### src/rtl/mgmt_pkg.sv
package mgmt_pkg;

  localparam int BYTE_W = 8;
  localparam int OFFS_W = 7;

  typedef enum logic [2:0] {
    ST_IDLE,
    ST_ADDR,
    ST_AACK,
    ST_RX,
    ST_WACK,
    ST_TX,
    ST_RACK
  } bus_st_e;

  typedef enum logic [2:0] {
    RG_LOW,
    RG_PSEL,
    RG_USER,
    RG_EXT,
    RG_NONE
  } region_e;

  // Device address match on the upper seven bits of the address byte.
  function automatic logic addr_hit(input logic [BYTE_W-1:0] abyte,
                                    input logic [BYTE_W-2:0] dev);
    return abyte[BYTE_W-1:1] == dev;
  endfunction

  // Pointer advance that stays inside the current 128-byte half.
  function automatic logic [BYTE_W-1:0] ptr_step(input logic [BYTE_W-1:0] p);
    logic [OFFS_W-1:0] lo;
    lo = p[OFFS_W-1:0] + 1'b1;
    return {p[BYTE_W-1], lo};
  endfunction

  // Classify a pointer value against the current page selection.
  function automatic region_e region_of(input logic [BYTE_W-1:0] p,
                                        input logic [BYTE_W-1:0] page,
                                        input logic [BYTE_W-1:0] user_pg,
                                        input logic [BYTE_W-1:0] ext_cnt);
    if (!p[BYTE_W-1]) begin
      return (p[OFFS_W-1:0] == '1) ? RG_PSEL : RG_LOW;
    end
    if (page == user_pg) return RG_USER;
    if (page < ext_cnt) return RG_EXT;
    return RG_NONE;
  endfunction

endpackage

### src/rtl/mgmt_bus_sync.sv
module mgmt_bus_sync #(
  parameter int SYNC_STAGES = 2
) (
  input  logic clk,
  input  logic rst_n,
  input  logic scl_i,
  input  logic sda_i,
  input  logic sel_n_i,
  output logic scl_s,
  output logic sda_s,
  output logic unsel,
  output logic scl_rise,
  output logic scl_fall,
  output logic start_evt,
  output logic stop_evt
);

  logic [SYNC_STAGES-1:0] scl_sh, sda_sh, sel_sh;
  logic scl_d, sda_d;

  // Synchronizer chains, idle level high for all three lines.
  always_ff @(posedge clk or negedge rst_n) begin
    if (!rst_n) begin
      scl_sh <= '1;
      sda_sh <= '1;
      sel_sh <= '1;
    end else begin
      scl_sh[0] <= scl_i;
      sda_sh[0] <= sda_i;
      sel_sh[0] <= sel_n_i;
      for (int i = 1; i < SYNC_STAGES; i++) begin
        scl_sh[i] <= scl_sh[i-1];
        sda_sh[i] <= sda_sh[i-1];
        sel_sh[i] <= sel_sh[i-1];
      end
    end
  end

  always_ff @(posedge clk or negedge rst_n) begin
    if (!rst_n) begin
      scl_d <= 1'b1;
      sda_d <= 1'b1;
    end else begin
      scl_d <= scl_s;
      sda_d <= sda_s;
    end
  end

  assign scl_s     = scl_sh[SYNC_STAGES-1];
  assign sda_s     = sda_sh[SYNC_STAGES-1];
  assign unsel     = sel_sh[SYNC_STAGES-1];
  assign scl_rise  = scl_s & ~scl_d & ~unsel;
  assign scl_fall  = ~scl_s & scl_d & ~unsel;
  assign start_evt = scl_s & scl_d & sda_d & ~sda_s & ~unsel;
  assign stop_evt  = scl_s & scl_d & ~sda_d & sda_s;

endmodule

### src/rtl/mgmt_bus_fsm.sv
module mgmt_bus_fsm
  import mgmt_pkg::*;
#(
  parameter logic [6:0] DEV_ADDR = 7'h50
) (
  input  logic              clk,
  input  logic              rst_n,
  input  logic              scl_rise,
  input  logic              scl_fall,
  input  logic              start_evt,
  input  logic              stop_evt,
  input  logic              unsel,
  input  logic              sda_s,
  input  logic [BYTE_W-1:0] rd_byte,
  output logic              sda_oe,
  output logic              wr_stb,
  output logic              wr_is_offset,
  output logic [BYTE_W-1:0] wr_byte,
  output logic              rd_adv,
  output bus_st_e           state
);

  localparam int CNT_W = $clog2(BYTE_W + 1);
  localparam logic [CNT_W-1:0] CNT_FULL = CNT_W'(BYTE_W);

  logic [CNT_W-1:0]  bit_cnt;
  logic [BYTE_W-1:0] rx_sh;
  logic [BYTE_W-1:0] tx_sh;
  logic              rw_q;
  logic              first_q;
  logic              mack_q;
  logic              byte_full;
  logic              hit_w;

  assign byte_full = (bit_cnt == CNT_FULL);
  assign hit_w     = addr_hit(rx_sh, DEV_ADDR);
  assign wr_byte   = rx_sh;

  always_ff @(posedge clk or negedge rst_n) begin
    if (!rst_n) begin
      state        <= ST_IDLE;
      bit_cnt      <= '0;
      rx_sh        <= '0;
      tx_sh        <= '0;
      rw_q         <= 1'b0;
      first_q      <= 1'b0;
      mack_q       <= 1'b0;
      sda_oe       <= 1'b0;
      wr_stb       <= 1'b0;
      wr_is_offset <= 1'b0;
      rd_adv       <= 1'b0;
    end else begin
      wr_stb <= 1'b0;
      rd_adv <= 1'b0;
      if (unsel || stop_evt) begin
        state  <= ST_IDLE;
        sda_oe <= 1'b0;
      end else if (start_evt) begin
        state   <= ST_ADDR;
        bit_cnt <= '0;
        sda_oe  <= 1'b0;
      end else begin
        unique case (state)
          ST_IDLE: ;
          ST_ADDR: begin
            if (scl_rise) begin
              rx_sh   <= {rx_sh[BYTE_W-2:0], sda_s};
              bit_cnt <= bit_cnt + 1'b1;
            end else if (scl_fall && byte_full) begin
              if (hit_w) begin
                rw_q   <= rx_sh[0];
                sda_oe <= 1'b1;
                state  <= ST_AACK;
              end else begin
                state <= ST_IDLE;
              end
            end
          end
          ST_AACK: begin
            if (scl_fall) begin
              bit_cnt <= '0;
              if (rw_q) begin
                tx_sh  <= rd_byte;
                sda_oe <= ~rd_byte[BYTE_W-1];
                state  <= ST_TX;
              end else begin
                sda_oe  <= 1'b0;
                first_q <= 1'b1;
                state   <= ST_RX;
              end
            end
          end
          ST_RX: begin
            if (scl_rise) begin
              rx_sh   <= {rx_sh[BYTE_W-2:0], sda_s};
              bit_cnt <= bit_cnt + 1'b1;
            end else if (scl_fall && byte_full) begin
              wr_stb       <= 1'b1;
              wr_is_offset <= first_q;
              first_q      <= 1'b0;
              sda_oe       <= 1'b1;
              state        <= ST_WACK;
            end
          end
          ST_WACK: begin
            if (scl_fall) begin
              sda_oe  <= 1'b0;
              bit_cnt <= '0;
              state   <= ST_RX;
            end
          end
          ST_TX: begin
            if (scl_rise) begin
              bit_cnt <= bit_cnt + 1'b1;
            end else if (scl_fall) begin
              if (byte_full) begin
                sda_oe <= 1'b0;
                rd_adv <= 1'b1;
                state  <= ST_RACK;
              end else begin
                tx_sh  <= {tx_sh[BYTE_W-2:0], 1'b0};
                sda_oe <= ~tx_sh[BYTE_W-2];
              end
            end
          end
          ST_RACK: begin
            if (scl_rise) begin
              mack_q <= ~sda_s;
            end else if (scl_fall) begin
              if (mack_q) begin
                tx_sh   <= rd_byte;
                sda_oe  <= ~rd_byte[BYTE_W-1];
                bit_cnt <= '0;
                state   <= ST_TX;
              end else begin
                state <= ST_IDLE;
              end
            end
          end
          default: state <= ST_IDLE;
        endcase
      end
    end
  end

endmodule

### src/rtl/mgmt_page_map.sv
module mgmt_page_map
  import mgmt_pkg::*;
#(
  parameter int USER_PAGE = 2,
  parameter int EXT_PAGES = 2
) (
  input  logic              clk,
  input  logic              rst_n,
  input  logic              wr_stb,
  input  logic              wr_is_offset,
  input  logic [BYTE_W-1:0] wr_byte,
  input  logic              rd_adv,
  input  logic [BYTE_W-1:0] rf_rdata,
  output logic [BYTE_W-1:0] rd_byte,
  output logic [BYTE_W-1:0] ptr_q,
  output logic [BYTE_W-1:0] page_q,
  output logic              step_evt,
  output logic              rf_upper,
  output logic [BYTE_W-1:0] rf_page,
  output logic [OFFS_W-1:0] rf_addr,
  output logic              rf_we,
  output logic [BYTE_W-1:0] rf_wdata
);

  localparam int HALF_DEPTH = 1 << OFFS_W;
  localparam logic [BYTE_W-1:0] USER_PG = BYTE_W'(USER_PAGE);
  localparam logic [BYTE_W-1:0] EXT_CNT = BYTE_W'(EXT_PAGES);

  logic [BYTE_W-1:0] user_mem [HALF_DEPTH];
  region_e           region;
  logic              data_wr;

  assign region   = region_of(ptr_q, page_q, USER_PG, EXT_CNT);
  assign data_wr  = wr_stb & ~wr_is_offset;
  assign step_evt = data_wr | rd_adv;

  always_ff @(posedge clk or negedge rst_n) begin
    if (!rst_n) begin
      ptr_q  <= '0;
      page_q <= '0;
    end else begin
      if (wr_stb && wr_is_offset) begin
        ptr_q <= wr_byte;
      end else if (step_evt) begin
        ptr_q <= ptr_step(ptr_q);
      end
      if (data_wr && region == RG_PSEL) begin
        page_q <= wr_byte;
      end
    end
  end

  always_ff @(posedge clk) begin
    if (data_wr && region == RG_USER) begin
      user_mem[ptr_q[OFFS_W-1:0]] <= wr_byte;
    end
  end

  always_comb begin
    unique case (region)
      RG_LOW, RG_EXT: rd_byte = rf_rdata;
      RG_PSEL:        rd_byte = page_q;
      RG_USER:        rd_byte = user_mem[ptr_q[OFFS_W-1:0]];
      default:        rd_byte = '0;
    endcase
  end

  assign rf_upper = ptr_q[BYTE_W-1];
  assign rf_page  = page_q;
  assign rf_addr  = ptr_q[OFFS_W-1:0];
  assign rf_wdata = wr_byte;
  assign rf_we    = data_wr & ((region == RG_LOW) | (region == RG_EXT));

endmodule

### src/rtl/mgmt_i2c_slave.sv
module mgmt_i2c_slave
  import mgmt_pkg::*;
#(
  parameter logic [6:0] DEV_ADDR    = 7'h50,
  parameter int         SYNC_STAGES = 2,
  parameter int         USER_PAGE   = 2,
  parameter int         EXT_PAGES   = 2
) (
  input  logic              clk,
  input  logic              rst_n,
  input  logic              scl_i,
  input  logic              sda_i,
  output logic              sda_oe_o,
  input  logic              sel_n_i,
  output logic              rf_upper_o,
  output logic [BYTE_W-1:0] rf_page_o,
  output logic [OFFS_W-1:0] rf_addr_o,
  output logic              rf_we_o,
  output logic [BYTE_W-1:0] rf_wdata_o,
  input  logic [BYTE_W-1:0] rf_rdata_i
);

  logic              scl_s, sda_s, unsel;
  logic              scl_rise, scl_fall, start_evt, stop_evt;
  logic              wr_stb, wr_is_offset, rd_adv, step_evt;
  logic [BYTE_W-1:0] wr_byte, rd_byte, ptr_q, page_q;
  bus_st_e           state;

  mgmt_bus_sync #(.SYNC_STAGES(SYNC_STAGES)) u_sync (
    .clk(clk), .rst_n(rst_n), .scl_i(scl_i), .sda_i(sda_i), .sel_n_i(sel_n_i),
    .scl_s(scl_s), .sda_s(sda_s), .unsel(unsel), .scl_rise(scl_rise),
    .scl_fall(scl_fall), .start_evt(start_evt), .stop_evt(stop_evt)
  );

  mgmt_bus_fsm #(.DEV_ADDR(DEV_ADDR)) u_fsm (
    .clk(clk), .rst_n(rst_n), .scl_rise(scl_rise), .scl_fall(scl_fall),
    .start_evt(start_evt), .stop_evt(stop_evt), .unsel(unsel), .sda_s(sda_s),
    .rd_byte(rd_byte), .sda_oe(sda_oe_o), .wr_stb(wr_stb),
    .wr_is_offset(wr_is_offset), .wr_byte(wr_byte), .rd_adv(rd_adv),
    .state(state)
  );

  mgmt_page_map #(.USER_PAGE(USER_PAGE), .EXT_PAGES(EXT_PAGES)) u_map (
    .clk(clk), .rst_n(rst_n), .wr_stb(wr_stb), .wr_is_offset(wr_is_offset),
    .wr_byte(wr_byte), .rd_adv(rd_adv), .rf_rdata(rf_rdata_i),
    .rd_byte(rd_byte), .ptr_q(ptr_q), .page_q(page_q), .step_evt(step_evt),
    .rf_upper(rf_upper_o), .rf_page(rf_page_o), .rf_addr(rf_addr_o),
    .rf_we(rf_we_o), .rf_wdata(rf_wdata_o)
  );

endmodule

### config.mk
export PLATFORM = sky130hd
export DESIGN_NAME = mgmt_i2c_slave
export DESIGN_NICKNAME = d
export VERILOG_FILES = /design/src/rtl/mgmt_pkg.sv /design/src/rtl/mgmt_bus_sync.sv /design/src/rtl/mgmt_bus_fsm.sv /design/src/rtl/mgmt_page_map.sv /design/src/rtl/mgmt_i2c_slave.sv
export SDC_FILE = /design/constraint.sdc
export NUM_CORES = 1
export LEC_CHECK = 0
export BUFFER_PORTS_ARGS = -buffer_cell sky130_fd_sc_hd__buf_2
export CAP_MARGIN = 20
export CORE_MARGIN = 2
export CORE_UTILIZATION = 45
export CTS_BUF_LIST = sky130_fd_sc_hd__clkbuf_16
export CTS_CLUSTER_SIZE = 8
export DETAILED_ROUTE_END_ITERATION = 8
export GPL_TIMING_DRIVEN = 1
export SYNTH_ARGS = -nofsm -noshare
export SYNTH_HDL_FRONTEND = slang
export SYNTH_HIERARCHICAL = 1
export SYNTH_SLANG_ARGS = --single-unit
### constraint.sdc
create_clock -name clk -period 9.75 [get_ports clk]
set_clock_uncertainty 0.15 [all_clocks]
set_input_delay 1.95 -clock clk [delete_from_list [all_inputs] [get_ports clk]]
set_output_delay 1.95 -clock clk [all_outputs]
set_load 0.05 [all_outputs]
======== Word-level counts from Yosys, hierarchy flattened ========
Memory sizes are Yosys's and may differ from the RTL's.
Index checks and enable logic that the tools add are counted.
cells by class
  eq/ne operators ......................... 43
  bitwise gates (word level) .............. 25
  divide/modulo/power cells ............... 0
  reduce and logical (&&, ||, !) cells .... 25
  muxes and demuxes ....................... 83
  multipliers ............................. 0
  shifts and indexed selects .............. 0
  $lt $le $gt $ge ......................... 1
  add/subtract/negate cells ............... 2
operators by type and width
  kind                  count
  $mux W3               21
  $mux W7               9
  $mux W1               39
  $ne A4 B2 Y1 const B  9
  $mux W4               6
  $pmux W8 S3           1
  $pmux W3 S7           1
  $pmux W7 S3           1
  $ne A4 B3 Y1 const B  4
  $eq A7 B7 Y1 const B  2
  $reduce_and A7 Y1     2
  $reduce_and A13 Y1    1
  $and A1 B1 Y1         12
  $eq A3 B2 Y1 const B  4
  $ne A2 B1 Y1 const B  6
  $pmux W4 S3           1
  $reduce_and A12 Y1    1
  $not A1 Y1            11
  $reduce_and A11 Y1    1
  $ne A2 B2 Y1 const B  5
  $eq A3 B3 Y1 const B  3
  $ne A3 B2 Y1 const B  3
  $eq A8 B2 Y1 const B  1
  $lt A8 B2 Y1 const B  1
  other kinds (23)      34
word-level totals
  RAM bits ................................ 1024
  register bits after elaboration ......... 53
  input bits .............................. 13
  bits in read-only memories .............. 0
  output and inout port bits .............. 26
  latch bits .............................. 0
  word-level logic and storage cells ...... 199
  memories kept ........................... 1
memories
  name            words  bits a word  rd ports  clocked after Yosys merged registers in  wr ports  RTL line             text
  u_map.user_mem  128    8            1         0                                        1         mgmt_page_map.sv:29  logic [BYTE_W-1:0] user_mem [HALF_DEPTH];

======== Longest topological paths before layout ========
Gate-level depths: netlist (run 1).
  word-level depth ........................ 18
  depth in mapped cells ................... 14
  gate-level depth less buffers ........... 11

======== Cells and area by module ========
The synthesis (run 1) kept the hierarchy.
by module, submodules not included
  module         area each (µm²)  instances  cells each  sequential area each (µm²)
  mgmt_page_map  40938.0          1          2303        31149.9
  mgmt_bus_fsm   1587.8           1          154         725.7
  mgmt_bus_sync  251.5            1          14          210.2

======== Worst setup path after synthesis (run 1) ========
Ideal clock, no wire load.
  kind .................................... flip-flop to output port
  from .................................... reg u_map.ptr_q[2]
  to ...................................... out rf_we_o
  slack ................................... 5.272 ns
  buffers on the path ..................... 4
  required time ........................... 7.650 ns
  cell stages (with the launch flop) ...... 8
  arrival time ............................ 2.378 ns
  cell sequence ........................... dfrtp_1 > buf_4 > buf_6 > buf_8 > buf_4 > nand2_1 > nor3_4 > nor3_1
on the way
  longest elaborated chain between the ends .. 11
  elaborated cells on any way between the ends .. 12
  those cells by class .................... 2 x eq/ne; 7 x mux; 2 x bitwise; 1 x reduce/logical
RTL lines
  element                                                  RTL line              text
  start, declared                                          mgmt_page_map.sv:15   output logic [BYTE_W-1:0] ptr_q,
  start signal, assigned                                   mgmt_page_map.sv:43   ptr_q <= wr_byte;
  start signal, assigned                                   mgmt_page_map.sv:45   ptr_q <= ptr_step(ptr_q);
  $eq A7 B7 Y1 *                                           mgmt_pkg.sv:43        return (p[OFFS_W-1:0] == '1) ? RG_PSEL : RG_LOW;
  $mux W1 *                                                mgmt_pkg.sv:43
  $mux W3 *                                                mgmt_pkg.sv:42        if (!p[BYTE_W-1]) begin
  $mux W3                                                  mgmt_pkg.sv:45        if (page == user_pg) return RG_USER;
  $mux W3                                                  mgmt_pkg.sv:46        if (page < ext_cnt) return RG_EXT;
  $mux W3                                                  mgmt_pkg.sv:47        return RG_NONE;
  $mux W3                                                  mgmt_pkg.sv:46
  $mux W3 *                                                mgmt_pkg.sv:45
  $eq A3 B2 Y1 / $logic_not A3 Y1 (equally long branches)  mgmt_page_map.sv:72   assign rf_we = data_wr & ((region == RG_LOW) | (region == RG_EXT));
  $or A1 B1 Y1 *                                           mgmt_page_map.sv:72
  $and A1 B1 Y1 *                                          mgmt_page_map.sv:72
  end, declared                                            mgmt_i2c_slave.sv:18  output logic rf_we_o,
Every way passes the cells marked *; elsewhere a longest branch is shown, timed or not. The select of a mux whose other input is x is not followed.

======== Worst setup path after layout (run 1) ========
  from .................................... reg u_map.ptr_q[0]
  to ...................................... out rf_we_o
The elaborated chain is that of the path after synthesis.

==> results of run 1 <==
cell usage in the layout (no fill, tap or decap), types with 39 or more instances in the layout:
cell,instances
edfxtp_1,1024
nor2_1,199
clkbuf_16,152
o22ai_1,117
mux4_2,95
nand2_1,85
o221ai_1,77
mux2i_1,75
buf_4,73
inv_1,70
mux2_2,69
a21oi_1,68
o21ai_0,64
a221oi_1,39
layout make-up:
type | count | area (sq um) | area share
flip-flops and latches | 1077 | 32100 | 0.663
well taps | 1265 | 1580 | 0.0327
clock inverters | 71 | 507 | 0.0105
inverters | 20 | 75.1 | 0.00155
repair buffers | 116 | 820 | 0.0169
multi-input cells | 1197 | 9550 | 0.197
diodes | 1 | 2.50 | 0.0000516
clock buffers | 152 | 3800 | 0.0785
report_power, final:
| part | internal [mW] | switching, mW | leakage, nW |
|---|---|---|---|
| logic | 0.00714 | 0.0193 | 2.89 |
| registers | 5.01 | 0.00471 | 9.94 |
| clock network | 2.80 | 1.94 | 2.30 |
through the flow:
step / power [mW] / cells
6_report: 9.77 / 3899
5_1_grt: 10.0 / 3898
4_1_cts: 9.84 / 3896
3_5_place_dp: 5.13 / 3673
3_3_place_gp: 5.13 / 3670
2_1_floorplan: 5.11 / 2470
sequential cells by signal (all words and copies together) (netlist names):
| name | cells |
|---|---|
| u_map/ptr_q | 8 |
| u_sync/scl_d | 1 |
| u_sync/scl_sh | 2 |
| u_fsm/bit_cnt | 4 |
| u_fsm/wr_byte | 8 |
| u_fsm/tx_sh | 7 |
| u_map/page_q | 8 |
| u_map/user_mem | 1024 |
| u_fsm/rd_adv | 1 |
| u_sync/sel_sh | 2 |
| u_fsm/state | 3 |
| u_sync/sda_d | 1 |
| u_fsm/rw_q | 1 |
| u_fsm/wr_is_offset | 1 |
| u_fsm/sda_oe | 1 |
| u_fsm/first_q | 1 |
| u_sync/sda_sh | 2 |
| u_fsm/wr_stb | 1 |
| u_fsm/mack_q | 1 |
per-layer routing:
layer / track usage / routed length, um / up-vias
li1: - / - / 10200
met1: 0.372 / 50900 / 13400
met2: 0.402 / 59700 / 1769
met3: 0.0752 / 15800 / 325
met4: 0.124 / 5930 / 4
met5: 0 / 25 / -
worst max-delay path by stage:
stage | endpoint | slack, ns | cells past startpoint
global placement | u_fsm/tx_sh[5]$_DFFE_PN0P_ | 4.74 | 12
CTS | rf_we_o | 4.27 | 6
floorplan | rf_we_o | 5.27 | 7
detailed placement | u_fsm/tx_sh[5]$_DFFE_PN0P_ | 4.67 | 12
finish | rf_we_o | 4.25 | 6
global route | rf_we_o | 4.07 | 6
==> flow_summary_export.csv, run 1 <==
group,metric,value,unit
outcome,outcome,"complete, no violations",
cts,worstSkewPairLatency,0.75,ns
sta,finalCritPeriodShare,0.564,
die,fp.dieW,312,um
setup_path,rr_endpoint,"u_fsm/tx_sh[5]$_DFFE_PN0P_",
setup_path,cpLargestDelayFamily,"flip-flops",
setup_path,crit_buf_inv,2,
sta,final-max-slew-violation-count,0,
cts,cts_tree,"yes",
sta,hold_violations,0,
power_and_ir_drop,powerDensity,202,mW/mm^2
setup_path,crit_fanout,71,
cts,clockBufferDepth,3,
worst_hold_path,hold_path.class,"flop to flop",
worst_hold_path,worstHoldStart,"u_sync/scl_sh[0]$_DFF_PN1_",
synthesis,syn_avg_cell_area,17.3,sq um
power_and_ir_drop,p_leak,15.1,nW
grt,track_usage,0.270,
flow_run,cap_violations,0,
sta,fin_ws,4.25,ns
route,drtAntennaViolNets,0,
die,start_util,0.452,
cts,ctsResizeCount,0,
grt,grt_antenna_before_repair,2,
layout,area_growth,13.3,%
grt,grt-ovfl-total,0,
route,drt_first_iter_violations,4517,
layout,nNetsFinal,2580,
setup_path,r2r-start,"u_map/ptr_q[0]$_DFFE_PN0P_",
route,first_pass_iters,8,
die,rows,113,
route,vias_per_cell,6.60,
setup_path,cp.required,7.65,ns
setup_path,rr_worst_depth,12,
cts,cts_made_buffers,152,
power_and_ir_drop,peakVddDrop,153,uV
setup_path,cp_cell_sequence,"buf_12, ha_1, nand2_1, nor3_4, nor3_1, buf_2",
setup_path,crit_slowest_cell,"dfrtp_4",
sta,worstMarginPinSlew,1.19,ns
cts,post-cts-setup-buffers,0,
die,coreArea,0.0946,sq mm
cts,cts.hold.buffers_added,0,
place,place_ws,4.67,ns
layout,fill_cells,7549,
cts,root_buffer,"clkbuf_16",
route,wire_per_inst,34.0,um
sta,fmax,182,MHz
sta,final-setup-viol-count,0,
setup_path,critPathMaxStageDelay,0.75,ns
layout,drive_gt1_frac,0.192,
setup_path,cp-startpoint,"u_map/ptr_q[0]$_DFFE_PN0P_",
layout,design_area,0.0485,sq mm
layout,fin_util,0.512,
grt,grt_pass1_wl,188000,um
grt,grt_pass1_vias,25200,
die,pin_count,39,
setup_path,cp-end-kind,"output pin",
setup_path,arrival,3.40,ns
cts,cts_max_level,4,
setup_path,r2r_slack,4.45,ns
synthesis,yosysWarnings,6,
grt,grt_max_degree,131,
worst_hold_path,whs_endpoint,"u_sync/scl_sh[1]$_DFF_PN1_",
sta,setup_tns,0,ns
route,wirelength,132000,um
place,placed_area,0.0441,sq mm
route,num_vias,25700,
sta,period_minus_slack,5.50,ns
worst_hold_path,holdPathStages,0,
sta,rsz0062_at_grt,"false",
cts,path_clk_slew,0.05,ns
sta,slew_headroom,0.202,
die,dieArea,0.0975,sq mm
sta,hold_ws,0.206,ns
synthesis,syn_nets,2486,
cts,cts.sinks,1077,
die,die_h,312,um
route,drc,0,
setup_path,startpoint_type,"flop",
place,io_buffers,38,
synthesis,syn_area,0.0428,sq mm
synthesis,synth_cells,2470,
place,dp_hpwl,80600,um
setup_path,critPathKind,"flop to output pin",
place,gp_congestion,0.942,
Note: power is estimated with default switching activity, not from simulation.
==> run 2, diff against run 1 <==
==> constraint.sdc (replaced) <==
create_clock -name clk -period 5 [get_ports clk]
set_clock_uncertainty 0.15 [all_clocks]
set_input_delay 1 -clock clk [delete_from_list [all_inputs] [get_ports clk]]
set_output_delay 1 -clock clk [all_outputs]
set_load 0.05 [all_outputs]
==> run 2 against run 1 <==
Compared with the run above: register-to-register slack got worse by 3.8 ns; largest power group unchanged; clock power is 93% higher; sequential share of layout area decreased by 0.44 points; critical path depth did not move; cell count is 0.87% higher; sequential cell count stayed put; highest routed layer is now met4; final area rose by 0.67%; setup slack worse by 3.9 ns; routed wire length fell by 0.43%; die area did not move; first-iteration DRC count decreased by 11%; total power grew 94%.
==> flow_summary_export.csv, run 2 (synthesis gave the netlist of run 1 again) <==
group,metric,value,unit
place,placed_area,0.0445,sq mm
grt,track_usage,0.270,
die,rows,113,
layout,nNetsFinal,2627,
route,num_vias,25600,
cts,path_clk_slew,0.05,ns
cts,worstSkewPairLatency,0.75,ns
power_and_ir_drop,p_total,19.0,mW
setup_path,arrival,3.45,ns
setup_path,critPathKind,"flop to output pin",
worst_hold_path,worstHoldStart,"u_sync/scl_sh[0]$_DFF_PN1_",
grt,grt_pass1_wl,188000,um
cts,root_buffer,"clkbuf_16",
setup_path,crit_buf_inv,3,
route,vias_per_cell,6.52,
place,place_ws,0.742,ns
route,wirelength,132000,um
power_and_ir_drop,powerDensity,389,mW/mm^2
layout,layout_common_cells,"edfxtp_1 (1024), nor2_1 (200), clkbuf_16 (154)",
cts,ctsResizeCount,0,
layout,layout_commonest_cell,"edfxtp_1",
setup_path,cp-end-kind,"output pin",
place,dp_cells,3721,
cts,cts_max_level,4,
sta,final-setup-viol-count,0,
setup_path,cp_cell_sequence,"buf_12, buf_4, nand2_1, nor3_4, nor3_1, buf_2",
route,drc,0,
place,dp_hpwl,82200,um
sta,fmax,217,MHz
setup_path,critPathMaxStageDelay,0.75,ns
grt,met1_usage,0.374,
cts,post-cts-setup-buffers,0,
sta,period_minus_slack,4.60,ns
route,wire_per_inst,33.5,um
layout,area_growth,14.1,%
sta,fin_ws,0.399,ns
power_and_ir_drop,p_leak,15.3,nW
die,coreArea,0.0946,sq mm
layout,largest_register_ffs,1024,
cts,clockBufferDepth,3,
grt,busiest_layer,"met2",
place,io_buffers,38,
worst_hold_path,hold_path.class,"flop to flop",
sta,rsz0062_at_grt,"false",
route,drt_first_iter_violations,4027,
route,first_pass_iters,7,
cts,cts_made_buffers,152,
layout,drive_gt1_frac,0.204,
grt,use_met2,0.408,
sta,slew_headroom,0.208,
grt,grt_antenna_before_repair,1,
setup_path,startpoint_type,"flop",
route,drtAntennaViolNets,0,
setup_path,cp.required,3.85,ns
setup_path,cp-startpoint,"u_map/ptr_q[2]$_DFFE_PN0P_",
grt,grt_max_degree,98,
sta,setup_tns,0,ns
setup_path,crit_fanout,52,
die,pin_count,39,
cts,cts.hold.buffers_added,0,
sta,finalCritPeriodShare,0.920,
cts,cts_tree,"yes",
grt,grt_pass1_vias,25500,
layout,final_cell_count_no_fill,3933,
sta,worstMarginPinSlew,1.18,ns
power_and_ir_drop,peakVddDrop,325,uV
cts,cts.sinks,1077,
die,start_util,0.452,
setup_path,crit_slowest_cell,"dfrtp_4",
setup_path,r2r-start,"u_map/ptr_q[2]$_DFFE_PN0P_",
flow_run,cap_violations,0,
die,dieArea,0.0975,sq mm
die,fp.dieW,312,um
layout,fill_cells,7533,
outcome,outcome,"complete, no violations",
sta,hold_ws,0.203,ns
layout,fin_util,0.516,
grt,met3_usage,0.0638,
die,die_h,312,um
layout,diodes,0,
sta,hold_violations,0,
setup_path,cpLargestDelayFamily,"buffers and inverters",
grt,grt-ovfl-total,0,
layout,design_area,0.0488,sq mm
sta,final-max-slew-violation-count,0,
place,gp_congestion,0.972,
==> run 2: changes by cell type in the layout (fill, tap and decap cells not counted), sizes merged <==
| cell | before | now |
|---|---|---|
| inv | 79 | 68 |
| buf | 115 | 163 |
| clkdlybuf4s18 | 1 | 0 |
| clkinv | 12 | 9 |
| clkbuf | 152 | 154 |
| diode | 1 | 0 |
==> run 2: final timing paths <==
path,endpoint,cells after the start,slack (ns)
min in group asynchronous,u_fsm/bit_cnt[2]$_DFFE_PN0P_,2,0.25
worst max register to register,u_fsm/tx_sh[5]$_DFFE_PN0P_,10,0.62
worst min-delay path,u_sync/scl_sh[1]$_DFF_PN1_,0,0.20
max in group asynchronous,u_map/ptr_q[2]$_DFFE_PN0P_,2,3.87
worst min register to register,u_sync/scl_sh[1]$_DFF_PN1_,0,0.20
worst max-delay path,rf_we_o,6,0.40
==> run 2: metal layers <==
metal,routed length (um),up-vias
met4,6210,0
li1,-,10300
met1,51200,13300
met2,59900,1742
met3,14500,321
met5,0,-
==> run 2: power by group <==
part	leakage [nW]	total (mW)	internal [mW]	switching (mW)
Combinational	3.16	0.0510	0.0140	0.0370
Clock	2.22	9.15	5.47	3.68
Sequential	9.94	9.78	9.77	0.0100
Total	15.3	19.0	15.3	3.73
==> run 2: layout make-up <==
cell class / count / area, sq um / area share
Sequential cell: 1077 / 32100 / 0.658
Multi-Input combinational cell: 1197 / 9520 / 0.195
Clock buffer: 154 / 3850 / 0.0790
Tap cell: 1265 / 1580 / 0.0324
Timing Repair Buffer: 163 / 1260 / 0.0258
Clock inverter: 57 / 377 / 0.00772
Inverter: 20 / 75.1 / 0.00154
